### src/rtl/sdram_ref_pkg.sv
// Shared types for the SDRAM refresh sequencer.
// Assumes: command pins are active low and decoded by the SDRAM as {cs_n,ras_n,cas_n,we_n}.
package sdram_ref_pkg;

    // Sequence phases of one refresh event
    typedef enum logic [2:0] {
        SEQ_IDLE,
        SEQ_PRE,
        SEQ_WAIT,
        SEQ_REF,
        SEQ_DEAD
    } seq_state_e;

    // Command the sequencer wants on the pins in the current cycle
    typedef enum logic [1:0] {
        ISSUE_DESEL,
        ISSUE_NOP,
        ISSUE_PRE,
        ISSUE_REF
    } issue_e;

    // SDRAM command pin bundle
    typedef struct packed {
        logic cs_n;
        logic ras_n;
        logic cas_n;
        logic we_n;
    } sd_cmd_t;

    localparam sd_cmd_t CMD_DESEL     = 4'b1111;
    localparam sd_cmd_t CMD_NOP       = 4'b0111;
    localparam sd_cmd_t CMD_PRECHARGE = 4'b0010;
    localparam sd_cmd_t CMD_REFRESH   = 4'b0001;

endpackage

### src/rtl/ref_interval_timer.sv
// Interval timer and request flag.
// Counts cycles up to the programmed interval. On expiry it reloads to zero and
// sets the pending flag. Reloading at expiry (not at refresh completion) keeps
// grant delays from adding up. Expiries while pending merge into one request.
// Assumes: take is high only while pending is high.
module ref_interval_timer #(
    parameter int INTERVAL_W = 14
) (
    input  logic                  clk,
    input  logic                  rst_n,
    input  logic [INTERVAL_W-1:0] cfg_interval,
    input  logic                  take,
    output logic                  pending
);

    logic [INTERVAL_W-1:0] cnt;
    logic                  enabled;
    logic                  expire;

    assign enabled = (cfg_interval != '0);
    assign expire  = enabled && (cnt >= cfg_interval - INTERVAL_W'(1));

    // Free-running cycle counter, cleared on expiry or while disabled
    always_ff @(posedge clk) begin
        if (!rst_n || !enabled || expire) begin
            cnt <= '0;
        end else begin
            cnt <= cnt + INTERVAL_W'(1);
        end
    end

    // Pending flag: a new deadline wins over a grant taken on the same edge
    always_ff @(posedge clk) begin
        if (!rst_n) begin
            pending <= 1'b0;
        end else if (expire) begin
            pending <= 1'b1;
        end else if (take) begin
            pending <= 1'b0;
        end
    end

    AST_REQ_HELD: assert property (@(posedge clk) disable iff (!rst_n)
        (pending && !take) |=> pending);

    AST_NO_REQ_DISABLED: assert property (@(posedge clk) disable iff (!rst_n)
        (!enabled && !pending) |=> !pending);

endmodule

### src/rtl/ref_seq_fsm.sv
// Refresh sequence controller.
// On start it runs a precharge phase of 2p cycles, a wait of p cycles, a refresh
// phase of CMD_CYCLES cycles and one dead cycle (p = wait setting, 0 read as 1).
// The wait setting is latched at start so a change mid-sequence has no effect.
// Assumes: start is only high while busy is low.
module ref_seq_fsm
    import sdram_ref_pkg::*;
#(
    parameter int WAIT_W     = 4,
    parameter int CMD_CYCLES = 4
) (
    input  logic              clk,
    input  logic              rst_n,
    input  logic              start,
    input  logic [WAIT_W-1:0] cfg_pre_wait,
    output logic              busy,
    output issue_e            issue
);

    localparam int CMD_W = $clog2(CMD_CYCLES) + 1;
    localparam int PH_W  = (WAIT_W + 1 > CMD_W) ? WAIT_W + 1 : CMD_W;

    seq_state_e        state;
    logic [PH_W-1:0]   ph;
    logic              fresh;
    logic [WAIT_W-1:0] p_eff;
    logic [WAIT_W-1:0] p_lat;

    assign p_eff = (cfg_pre_wait == '0) ? WAIT_W'(1) : cfg_pre_wait;

    // Phase sequencing with a down-counter per phase
    always_ff @(posedge clk) begin
        if (!rst_n) begin
            state <= SEQ_IDLE;
            ph    <= '0;
            fresh <= 1'b0;
            p_lat <= '0;
        end else begin
            fresh <= 1'b0;
            case (state)
                SEQ_IDLE: begin
                    if (start) begin
                        state <= SEQ_PRE;
                        ph    <= (PH_W'(p_eff) << 1) - PH_W'(1);
                        fresh <= 1'b1;
                        p_lat <= p_eff;
                    end
                end
                SEQ_PRE: begin
                    if (ph == '0) begin
                        state <= SEQ_WAIT;
                        ph    <= PH_W'(p_lat) - PH_W'(1);
                    end else begin
                        ph <= ph - PH_W'(1);
                    end
                end
                SEQ_WAIT: begin
                    if (ph == '0) begin
                        state <= SEQ_REF;
                        ph    <= PH_W'(CMD_CYCLES - 1);
                        fresh <= 1'b1;
                    end else begin
                        ph <= ph - PH_W'(1);
                    end
                end
                SEQ_REF: begin
                    if (ph == '0) begin
                        state <= SEQ_DEAD;
                    end else begin
                        ph <= ph - PH_W'(1);
                    end
                end
                SEQ_DEAD: state <= SEQ_IDLE;
                default:  state <= SEQ_IDLE;
            endcase
        end
    end

    assign busy = (state != SEQ_IDLE);

    // Command choice: a command only in the first cycle of its phase
    always_comb begin
        if (!busy) begin
            issue = ISSUE_DESEL;
        end else if (fresh && state == SEQ_PRE) begin
            issue = ISSUE_PRE;
        end else if (fresh && state == SEQ_REF) begin
            issue = ISSUE_REF;
        end else begin
            issue = ISSUE_NOP;
        end
    end

    AST_START_PRE: assert property (@(posedge clk) disable iff (!rst_n)
        start |=> (state == SEQ_PRE && fresh));

    AST_REF_AFTER_WAIT: assert property (@(posedge clk) disable iff (!rst_n)
        (state == SEQ_REF && fresh) |-> ($past(state) == SEQ_WAIT));

    AST_DEAD_ONE: assert property (@(posedge clk) disable iff (!rst_n)
        (state == SEQ_DEAD) |=> (state == SEQ_IDLE));

endmodule

### src/rtl/ref_cmd_encode.sv
// Maps the sequencer's command choice onto the SDRAM command pin bundle.
// Assumes: pins are deselected whenever the sequencer does not own the bus.
module ref_cmd_encode
    import sdram_ref_pkg::*;
(
    input  issue_e  issue,
    output sd_cmd_t cmd
);

    // Pure decode of the command choice
    always_comb begin
        case (issue)
            ISSUE_NOP: cmd = CMD_NOP;
            ISSUE_PRE: cmd = CMD_PRECHARGE;
            ISSUE_REF: cmd = CMD_REFRESH;
            default:   cmd = CMD_DESEL;
        endcase
    end

endmodule

### src/rtl/sdram_refresh_seq.sv
// SDRAM periodic refresh sequencer, top level.
// Raises a request when the interval expires and holds it until granted. Then it
// drives precharge, wait, auto-refresh and a dead cycle on the command pins.
// Assumes: the arbiter grants only when no access is in flight, and the access
// controller leaves the pins alone while ref_active is high.
module sdram_refresh_seq
    import sdram_ref_pkg::*;
#(
    parameter int INTERVAL_W = 14,
    parameter int WAIT_W     = 4,
    parameter int CMD_CYCLES = 4
) (
    input  logic                  clk,
    input  logic                  rst_n,
    input  logic [INTERVAL_W-1:0] cfg_interval,
    input  logic [WAIT_W-1:0]     cfg_pre_wait,
    input  logic                  ref_gnt,
    output logic                  ref_req,
    output logic                  ref_active,
    output logic                  sd_cs_n,
    output logic                  sd_ras_n,
    output logic                  sd_cas_n,
    output logic                  sd_we_n
);

    logic    pending;
    logic    busy;
    logic    take;
    issue_e  issue;
    sd_cmd_t cmd;

    // Request is withheld while a sequence runs; a grant is taken only on a shown request
    assign ref_req    = pending && !busy;
    assign take       = ref_req && ref_gnt;
    assign ref_active = busy;

    ref_interval_timer #(
        .INTERVAL_W(INTERVAL_W)
    ) u_timer (
        .clk          (clk),
        .rst_n        (rst_n),
        .cfg_interval (cfg_interval),
        .take         (take),
        .pending      (pending)
    );

    ref_seq_fsm #(
        .WAIT_W     (WAIT_W),
        .CMD_CYCLES (CMD_CYCLES)
    ) u_fsm (
        .clk          (clk),
        .rst_n        (rst_n),
        .start        (take),
        .cfg_pre_wait (cfg_pre_wait),
        .busy         (busy),
        .issue        (issue)
    );

    ref_cmd_encode u_enc (
        .issue (issue),
        .cmd   (cmd)
    );

    assign sd_cs_n  = cmd.cs_n;
    assign sd_ras_n = cmd.ras_n;
    assign sd_cas_n = cmd.cas_n;
    assign sd_we_n  = cmd.we_n;

    AST_QUIET_WHEN_IDLE: assert property (@(posedge clk) disable iff (!rst_n)
        !ref_active |-> (sd_cs_n && sd_ras_n && sd_cas_n && sd_we_n));

    AST_GNT_DROPS_REQ: assert property (@(posedge clk) disable iff (!rst_n)
        (ref_req && ref_gnt) |=> (ref_active && !ref_req));

endmodule

### config.mk
export PLATFORM = sky130hd
export DESIGN_NAME = sdram_refresh_seq
export DESIGN_NICKNAME = d
export VERILOG_FILES = /design/src/rtl/sdram_ref_pkg.sv /design/src/rtl/ref_interval_timer.sv /design/src/rtl/ref_seq_fsm.sv /design/src/rtl/ref_cmd_encode.sv /design/src/rtl/sdram_refresh_seq.sv
export SDC_FILE = /design/constraint.sdc
export NUM_CORES = 1
export LEC_CHECK = 0
export BUFFER_PORTS_ARGS = -buffer_cell sky130_fd_sc_hd__buf_4
export CELL_PAD_IN_SITES_DETAIL_PLACEMENT = 1
export CELL_PAD_IN_SITES_GLOBAL_PLACEMENT = 2
export CORE_ASPECT_RATIO = 1.2
export CORE_MARGIN = 5
export CORE_UTILIZATION = 35
export DETAILED_ROUTE_END_ITERATION = 16
export GPL_TIMING_DRIVEN = 0
export PLACE_DENSITY_LB_ADDON = 0.12
export REMOVE_ABC_BUFFERS = 1
export SLEW_MARGIN = 20
export SYNTH_ARGS = -nofsm -noshare
export SYNTH_HDL_FRONTEND = slang
export SYNTH_HIERARCHICAL = 1
export SYNTH_SLANG_ARGS = --single-unit
### constraint.sdc
create_clock -name clk -period 4 [get_ports clk]
set_clock_uncertainty 0.2 [all_clocks]
set_input_delay 0.8 -clock clk [delete_from_list [all_inputs] [get_ports clk]]
set_output_delay 0.8 -clock clk [all_outputs]
set_load 0.01 [all_outputs]
==> results of run 1 <==
==> where the power goes <==
part	internal, mW	switching (mW)	leakage, nW
sequential	0.290	0.0198	0.226
combinational	0.0817	0.0907	0.749
clock	0.0674	0.0834	0.0216
==> placed cells by master, fill, tap and decap left out, types with 2 or more instances in the layout <==
cell type,synthesis,layout
nand2_1,18,18
buf_4,0,26
o211ai_1,4,4
or4b_4,2,2
o21ai_0,7,7
mux2i_1,2,2
dfxtp_1,28,28
nor4b_4,2,2
xor2_1,12,12
nand3_1,6,6
o221a_2,2,2
nor2b_1,3,3
and3_1,8,8
ha_1,20,20
a211oi_1,3,3
nand2b_1,2,2
nor2_1,23,23
nor3_1,9,9
o31ai_1,2,2
nor2_2,10,10
inv_1,17,17
a21oi_1,9,9
and2_1,3,3
nand4_1,4,4
clkbuf_8,0,3
xnor2_1,17,17
==> metal layers <==
metal  global-route usage (%)  part of all wire, %  up-vias  routed length (µm)
met5                        0                    0        -                   0
met4                     3.10                 0.54        0                  26
met3                     1.32                  2.9        2                 140
li1                         -                    -      907                   -
met1                     15.3                   43      827                2030
met2                     26.7                   54       23                2580
==> cells by family (layout without fill, tap and decap cells) <==
| group | count (synthesis) | in the layout | synth area share, % |
|---|---|---|---|
| flip-flops | 28 | 28 | 26.5 |
| buffers and inverters | 22 | 46 | 4.84 |
| multiplexers | 2 | 2 | 0.945 |
| adder cells (fa/ha/maj) | 20 | 20 | 11.8 |
| AND/OR/NAND/NOR | 101 | 101 | 28.9 |
| AO/OA/AOI/OAI | 42 | 42 | 15.0 |
| XOR/XNOR | 29 | 29 | 12.0 |
==> flip-flops by register name (all words and copies together) (netlist names) <==
name and count:
u_timer/cnt 14, u_timer/pending 1, u_fsm/state 3, u_fsm/p_lat 4, u_fsm/ph 5, u_fsm/fresh 1
==> how the worst min path moves through the flow <==
stage	to	startpoint	slack (ns)
global route	u_timer/cnt[0]	u_timer/cnt[0]	0.30
floorplan	u_timer/cnt[0]	u_timer/cnt[0]	0.24
CTS	u_timer/cnt[0]	u_timer/cnt[0]	0.28
global placement	u_timer/cnt[0]	u_timer/cnt[0]	0.25
detailed placement	u_timer/cnt[0]	u_timer/cnt[0]	0.25
finish	u_timer/cnt[0]	u_timer/cnt[0]	0.27
==> worst max-delay path, delay by kind of cell <==
kind                     cells  cell delay [ns]
adder cells (fa/ha/maj)      1             0.26
buffers and inverters        1             0.13
XOR/XNOR                     1             0.15
AND/OR/NAND/NOR              6             1.73
AO/OA/AOI/OAI                2             0.46
==> per-stage QoR <==
stage	hold slack, ns	instances	area (µm²)	power [mW]	util (%)
detailed placement	0.254	347	2380	0.491	39.8
global route	0.298	350	2420	0.680	40.5
CTS	0.280	350	2420	0.647	40.5
floorplan	0.235	239	2080	0.428	-
global placement	0.251	347	2380	0.490	39.8
finish	0.270	350	2420	0.633	40.5
==> area by class of cell <==
| cell class | count | area [µm²] | share of cell area [%] |
|---|---|---|---|
| Tap cell | 82 | 103 | 4.24 |
| Clock buffer | 3 | 41.3 | 1.71 |
| Multi-Input combinational cell | 194 | 1460 | 60.2 |
| Inverter | 17 | 63.8 | 2.64 |
| Timing Repair Buffer | 26 | 195 | 8.07 |
| Sequential cell | 28 | 561 | 23.2 |
==> impl_metrics.toml, run 1 <==
[routing]
vias = 1759
wl_per_cell_um = 13.6
final_antenna_net_count = 0
post_drt_via_cell_ratio = 5.03
drtIter0Drc = 32
dr.pass1.iters = 4
drc = 0
routed_wl_um = 4770

[synth]
synth_warnings = 6
synth_cell_types = 53
synth_top_cells_by_count = "dfxtp_1 (28), nor2_1 (23), ha_1 (20)"
synthCells = 244
synth-async-reset-ratio_pct = 0
synth_top_flop_cell = "dfxtp_1"
syn_area_mm2 = 0.00212
ys_ff_latch = 28
ys_seq_area_share_pct = 26.5
synth_top_cell_area_share_pct = 26.5
yosysTopAreaCell = "dfxtp_1"
synth-edff-count = 0
yosysMostFrequentCell = "dfxtp_1"
synth_area_leaders = "dfxtp_1 (26%), ha_1 (12%), xnor2_1 (7.0%)"
syn_area_per_cell_um2 = 8.68

[hold_path]
hold_depth = 1
hold_path.class = "register to register"

[clocking]
cts_root_buf = "clkbuf_8"
htreeDepth = 1
post_cts_resized = 0
cts_hold_buf = 0
clock_latency_ns = 0.27
clk_pin_slew_ns = 0.10
cts_made_buffers = 3
post_cts.repair.setup_buffers = 0
cts_tree = "built"
cts.sinks = 28
clk_path_buf_depth = 2

[worst_setup_path]
cp_max_fo = 14
path_cells = "buf_4 -> or4_4 -> or3_1 -> nor3_1 -> xnor2_1 -> ha_1 -> nand4_1 -> o21ai_0 -> a211oi_2 -> nand4_4 -> nor2_1"
r2r_setup_slack_ns = 1.45
r2r_end = "u_fsm/ph[2]"
setup.worst_path.start = "cfg_interval[5]"
worstReg2RegStart = "u_fsm/state[1]"
cp.required_ns = 4.00
critPathLaunchType = "primary input"
slowest_delay_ns = 0.55
cp.arrival_ns = 3.53
worstSetupPathType = "primary input to register"
cpMaxStageDelayCell = "or4_4"
reg2regPathDepth = 7
worstSetupEndpointType = "register"
crit_end = "u_timer/cnt[8]"

[finish]
area_growth_pct = 14.2
nets = 311
drive_above_1_share_pct = 20.1
fillers = 752
n_antenna_cell = 0

[floorplanning]
die_y_um = 95.2
start_util_pct = 35.5
fp.dieW_um = 81.0
core-area_mm2 = 0.00597
rows = 31
io_pins = 27
dieArea_mm2 = 0.00771

[status]
outcome = "finished clean"

[sta]
drv_slew = 0
finalSetupViolCount = 0
slew_headroom_pct = 61.8
fin_crit_sh_pct = 88.3
worst_slack_ns = 0.469
tightest_slew_ns = 0.569
period_needed_ns = 3.53
rsz0062_at_grt = "no"
fin_setup_tns_ns = 0
finalHoldViolCount = 0
fmax_mhz = 283

[global_route]
grt_pass1_wl_um = 8300
grtUsageTotal_pct = 13.6
overflow = 0
grt_max_degree = 16
antenna_found_initial = 0
grt_pass1_vias = 1852

[place]
gp_congestion = 0.713
place_hpwl_um = 4030
pre_cts_ws_ns = 0.146
io_buffers = 26

[run]
drv_cap = 0

[power]
irDropWorstVdd_v = 0.000141
powerDensity_mw_per_mm2 = 262
p_leak_nw = 0.997
(Power assumes the default switching activity.)
==> run 2: changes to the inputs <==
--- a/config.mk
+++ b/config.mk
@@ -10,7 +10,7 @@
 export CELL_PAD_IN_SITES_GLOBAL_PLACEMENT = 2
 export CORE_ASPECT_RATIO = 1.2
 export CORE_MARGIN = 5
-export CORE_UTILIZATION = 35
+export CORE_UTILIZATION = 32
 export DETAILED_ROUTE_END_ITERATION = 16
 export GPL_TIMING_DRIVEN = 0
 export PLACE_DENSITY_LB_ADDON = 0.12
==> constraint.sdc (replaced) <==
create_clock -name clk -period 3.1 [get_ports clk]
set_clock_uncertainty 0.2 [all_clocks]
set_input_delay 0.62 -clock clk [delete_from_list [all_inputs] [get_ports clk]]
set_output_delay 0.62 -clock clk [all_outputs]
set_load 0.01 [all_outputs]
==> run 2 against run 1 <==
First-iteration DRC count is 31% lower. Clock-buffer cell count grew 1. Sequential share of layout area fell by 1.3 points. Hold slack gained 0.012 ns. Final cell count increased by 3.1%. Power is 36% higher. Clock power increased by 49%. Largest cell class unchanged. Highest routed layer unchanged.
==> impl_metrics.toml, run 2 (same netlist as run 1, synthesis figures left out) <==
[finish]
layout_top_registers = "u_timer/cnt x14, u_fsm/ph x5, u_fsm/p_lat x4"
largest_reg_flops = 14
n_antenna_cell = 0
nets = 318
drive_above_1_share_pct = 26.1
fillers = 766
area_growth_pct = 21.1
final_common_cell = "buf_4"
top_register = "u_timer/cnt"
mostFrequentLayoutCells = "buf_4 (29), dfxtp_1 (28), ha_1 (20)"
fin_util_pct = 39.8

[sta]
finalSetupViolCount = 0
fmax_mhz = 326
fin_crit_sh_pct = 99.0
rsz0062_at_grt = "yes"
drv_slew = 0
period_needed_ns = 3.07
tightest_slew_ns = 0.534
worst_slack_ns = 0.0319
finalHoldViolCount = 0
slew_headroom_pct = 64.4

[power]
irDropWorstVdd_v = 0.000148
p_total_mw = 0.860
powerDensity_mw_per_mm2 = 335
p_leak_nw = 1.06

[worst_setup_path]
cp_max_fo = 7
cp.required_ns = 3.11
worstSetupPathType = "primary input to register"
cp.arrival_ns = 3.08
worstSetupEndpointType = "register"
r2r_end = "u_fsm/ph[2]"
reg2regPathDepth = 7
critPathLaunchType = "primary input"
r2r_setup_slack_ns = 0.57
worstReg2RegStart = "u_fsm/state[0]"
setup.worst_path.start = "cfg_interval[5]"

[hold_path]
min_to = "u_timer/cnt[0]"
hold_path.class = "register to register"
hold_start = "u_timer/cnt[0]"
hold_depth = 1

[clocking]
cts_root_buf = "clkbuf_8"
clock_latency_ns = 0.27
cts_hold_buf = 0
cts.sinks = 28
htreeDepth = 1
clk_path_buf_depth = 2
clk_pin_slew_ns = 0.09
cts_made_buffers = 3
cts_tree = "built"

[floorplanning]
rows = 32
fp.dieW_um = 84.3
die_y_um = 99.1
io_pins = 27
start_util_pct = 32.9
core-area_mm2 = 0.00645
dieArea_mm2 = 0.00835

[place]
place_hpwl_um = 4080
gp_congestion = 0.712
pre_cts_ws_ns = -0.568
io_buffers = 26

[routing]
final_antenna_net_count = 0
routed_wl_um = 4940
vias = 1778
post_drt_via_cell_ratio = 4.93
dr.pass1.iters = 4
drtIter0Drc = 22
drc = 0
wl_per_cell_um = 13.7

[run]
drv_cap = 0

[global_route]
overflow = 0
grt_pass1_wl_um = 8490
antenna_found_initial = 0
grtUsageTotal_pct = 12.2
grt_max_degree = 16
grt_pass1_vias = 1875

[status]
outcome = "finished clean"
==> run 2: timing repair <==
item	4_1_cts	5_1_grt
endpoints found under the setup margin	15	15
resized for setup	8	11
pin swaps	7	4
buffers inserted	3	4
cloned	0	0
==> run 2: how the worst max path moves through the flow <==
stage                                 end  slack (ns)  cells after the start
final                      u_timer/cnt[7]        0.03                     12
after global placement     u_timer/cnt[5]       -0.51                     11
after floorplan           u_timer/cnt[10]       -0.12                     10
after global routing      u_timer/cnt[11]       -0.08                     12
after detailed placement   u_timer/cnt[7]       -0.57                     11
after CTS                  u_timer/cnt[7]       0.009                     12
==> run 2: stage by stage <==
step,hold WS [ns],instance area (µm²),instances,TNS (ns)
finish,0.282,2560,361,0
floorplan,0.235,2080,239,-1.62
CTS,0.291,2480,357,0
detailed placement,0.265,2380,350,-7.93
global route,0.304,2560,361,-0.908
global placement,0.254,2380,350,-7.40
==> run 2: worst max-delay path: stages <==
cell      delay, ns
buf_8          0.10
or4_4          0.53
or3_4          0.38
nor3_4         0.13
xnor2_1        0.14
ha_1           0.26
nand4_1        0.12
nor2_2         0.08
a211oi_2       0.31
nand4_4        0.16
buf_6          0.17
nor2_1         0.10
==> run 2: per-layer routing <==
metal	track usage (%)	share of wire [%]	vias up
met5	0	0	-
met4	4.08	0.95	0
met2	24.2	56	21
li1	-	-	925
met3	1.16	2.5	2
met1	13.3	41	830
==> run 2: layout make-up <==
cell class,count,area (µm²),area share (%)
Multi-Input combinational cell,194,1510,59.0
Sequential cell,28,561,21.9
Timing Repair Buffer,33,267,10.4
Tap cell,85,106,4.15
Inverter,17,63.8,2.49
Clock buffer,4,55.1,2.15
==> run 2: where the power goes <==
part,leakage (nW),total (mW),internal [mW],switching (mW)
Clock,0.0288,0.225,0.114,0.112
Combinational,0.805,0.235,0.114,0.121
Sequential,0.226,0.400,0.374,0.0264
==> run 3: changes to the inputs <==
--- a/config.mk
+++ b/config.mk
@@ -13,6 +13,7 @@
 export CORE_UTILIZATION = 32
 export DETAILED_ROUTE_END_ITERATION = 16
 export GPL_TIMING_DRIVEN = 0
+export MAX_ROUTING_LAYER = met4
 export PLACE_DENSITY_LB_ADDON = 0.12
 export REMOVE_ABC_BUFFERS = 1
 export SLEW_MARGIN = 20
==> run 3 against run 2 <==
Wire length is 0.10% higher. Global-route usage grew 0.34 points. Final cell count did not move. Die area unchanged. Via count is 0.17% lower. Sequential power hardly changed. Worst setup slack worse by 0.0026 ns. Register-to-register slack about the same. Power increased by 0.25%.
==> impl_metrics.toml, run 3 (same netlist as run 1, synthesis figures left out) <==
[worst_setup_path]
critPathLaunchType = "primary input"
r2r_end = "u_fsm/ph[2]"
cp_max_fo = 7
reg2regPathDepth = 7
cp.arrival_ns = 3.08
worstReg2RegStart = "u_fsm/state[0]"
worstSetupEndpointType = "register"
crit_end = "u_timer/cnt[7]"
worstSetupPathType = "primary input to register"
r2r_setup_slack_ns = 0.57
cp.required_ns = 3.11
setup.worst_path.start = "cfg_interval[5]"

[routing]
drtIter0Drc = 17
wl_per_cell_um = 13.7
drc = 0
vias = 1775
final_antenna_net_count = 0
routed_wl_um = 4940
dr.pass1.iters = 4
post_drt_via_cell_ratio = 4.92

[finish]
drive_above_1_share_pct = 26.1
largest_reg_flops = 14
n_antenna_cell = 0
area_growth_pct = 21.1
fin_util_pct = 39.8
mostFrequentLayoutCells = "buf_4 (29), dfxtp_1 (28), ha_1 (20)"
final_common_cell = "buf_4"
top_register = "u_timer/cnt"
layout_top_registers = "u_timer/cnt x14, u_fsm/ph x5, u_fsm/p_lat x4"
nets = 318

[power]
p_sw_mw = 0.261
intPower_mw = 0.602
p_comb_share_pct = 27.2
clkPwrFrac_pct = 26.4
power_frac_seq_pct = 46.4
swShare_pct = 30.3
powerDensity_mw_per_mm2 = 336
irDropWorstVdd_v = 0.000149
p_leak_nw = 1.06

[sta]
period_needed_ns = 3.07
drv_slew = 0
fmax_mhz = 326
worst_slack_ns = 0.0293
fin_setup_tns_ns = 0
slew_headroom_pct = 64.4
tightest_slew_ns = 0.533
rsz0062_at_grt = "yes"
finalSetupViolCount = 0
fin_crit_sh_pct = 99.1
finalHoldViolCount = 0

[floorplanning]
dieArea_mm2 = 0.00835
die_y_um = 99.1
core-area_mm2 = 0.00645
start_util_pct = 32.9
rows = 32
fp.dieW_um = 84.3
io_pins = 27

[clocking]
clk_path_buf_depth = 2
cts_root_buf = "clkbuf_8"
htreeDepth = 1
cts_tree = "built"
clock_latency_ns = 0.27
cts_hold_buf = 0
clk_pin_slew_ns = 0.09
cts_made_buffers = 3
cts.sinks = 28

[global_route]
overflow = 0
grtUsageTotal_pct = 12.5
antenna_found_initial = 0
grt_pass1_vias = 1866
grt_max_degree = 16
grt_pass1_wl_um = 8490

[hold_path]
hold_path.class = "register to register"

[place]
pre_cts_ws_ns = -0.568
place_hpwl_um = 4080
io_buffers = 26
gp_congestion = 0.720

[run]
drv_cap = 0

[status]
outcome = "finished clean"
-- run 3: cell counts in the layout (fill, tap and decap cells not counted) --
Identical to the previous run, type by type.
-- run 3: critical path, cell delays in order --
cell      delay [ns]
buf_8           0.10
or4_4           0.53
or3_4           0.38
nor3_4          0.13
xnor2_1         0.14
ha_1            0.26
nand4_1         0.12
nor2_2          0.08
a211oi_2        0.31
nand4_4         0.16
buf_6           0.17
nor2_1          0.11
-- run 3: routing by layer --
layer  up-vias  track usage, %  share of wire [%]
li1        924               -                  -
met1       824            13.5                 41
met2        23            24.1                 55
met3         4           0.994                2.2
met4         0            4.08                1.3
met5         -               -                  0
-- run 3: timing repair --
action / 4_1_cts / 5_1_grt
setup buffers: 3 / 4
endpoints found under the setup margin: 15 / 15
resized for setup: 8 / 11
pin swaps: 7 / 4
-- run 3: through the flow --
stage | power, mW | cell area, µm² | std cells | hold slack [ns]
after floorplan | 0.552 | 2080 | 239 | 0.235
after global placement | 0.634 | 2380 | 350 | 0.254
after detailed placement | 0.636 | 2380 | 350 | 0.265
after CTS | 0.876 | 2480 | 357 | 0.291
after global routing | 0.921 | 2560 | 361 | 0.303
final | 0.863 | 2560 | 361 | 0.282
-- run 3: area by class of cell --
type	instances	area, µm²
Tap cell	85	106
Timing Repair Buffer	33	267
Inverter	17	63.8
Sequential cell	28	561
Multi-Input combinational cell	194	1510
Clock buffer	4	55.1
Fill cell	766	3880
-- run 3: worst min-delay path by stage --
stage	startpoint	to	slack, ns	cells past startpoint
after detailed placement	u_timer/cnt[0]	u_timer/cnt[0]	0.26	1
after floorplan	u_timer/cnt[0]	u_timer/cnt[0]	0.24	1
after global routing	u_timer/cnt[0]	u_timer/cnt[0]	0.30	1
final	u_timer/cnt[0]	u_timer/cnt[0]	0.28	1
after global placement	u_timer/cnt[0]	u_timer/cnt[0]	0.25	1
after CTS	u_timer/cnt[0]	u_timer/cnt[0]	0.29	1
-- run 3: power by group through the flow --
stage,combinational (mW),clock [mW],sequential [mW]
floorplan,0.151,0,0.401
global placement,0.226,0,0.408
detailed placement,0.227,0,0.409
CTS,0.233,0.243,0.400
global route,0.263,0.255,0.403
finish,0.235,0.228,0.400
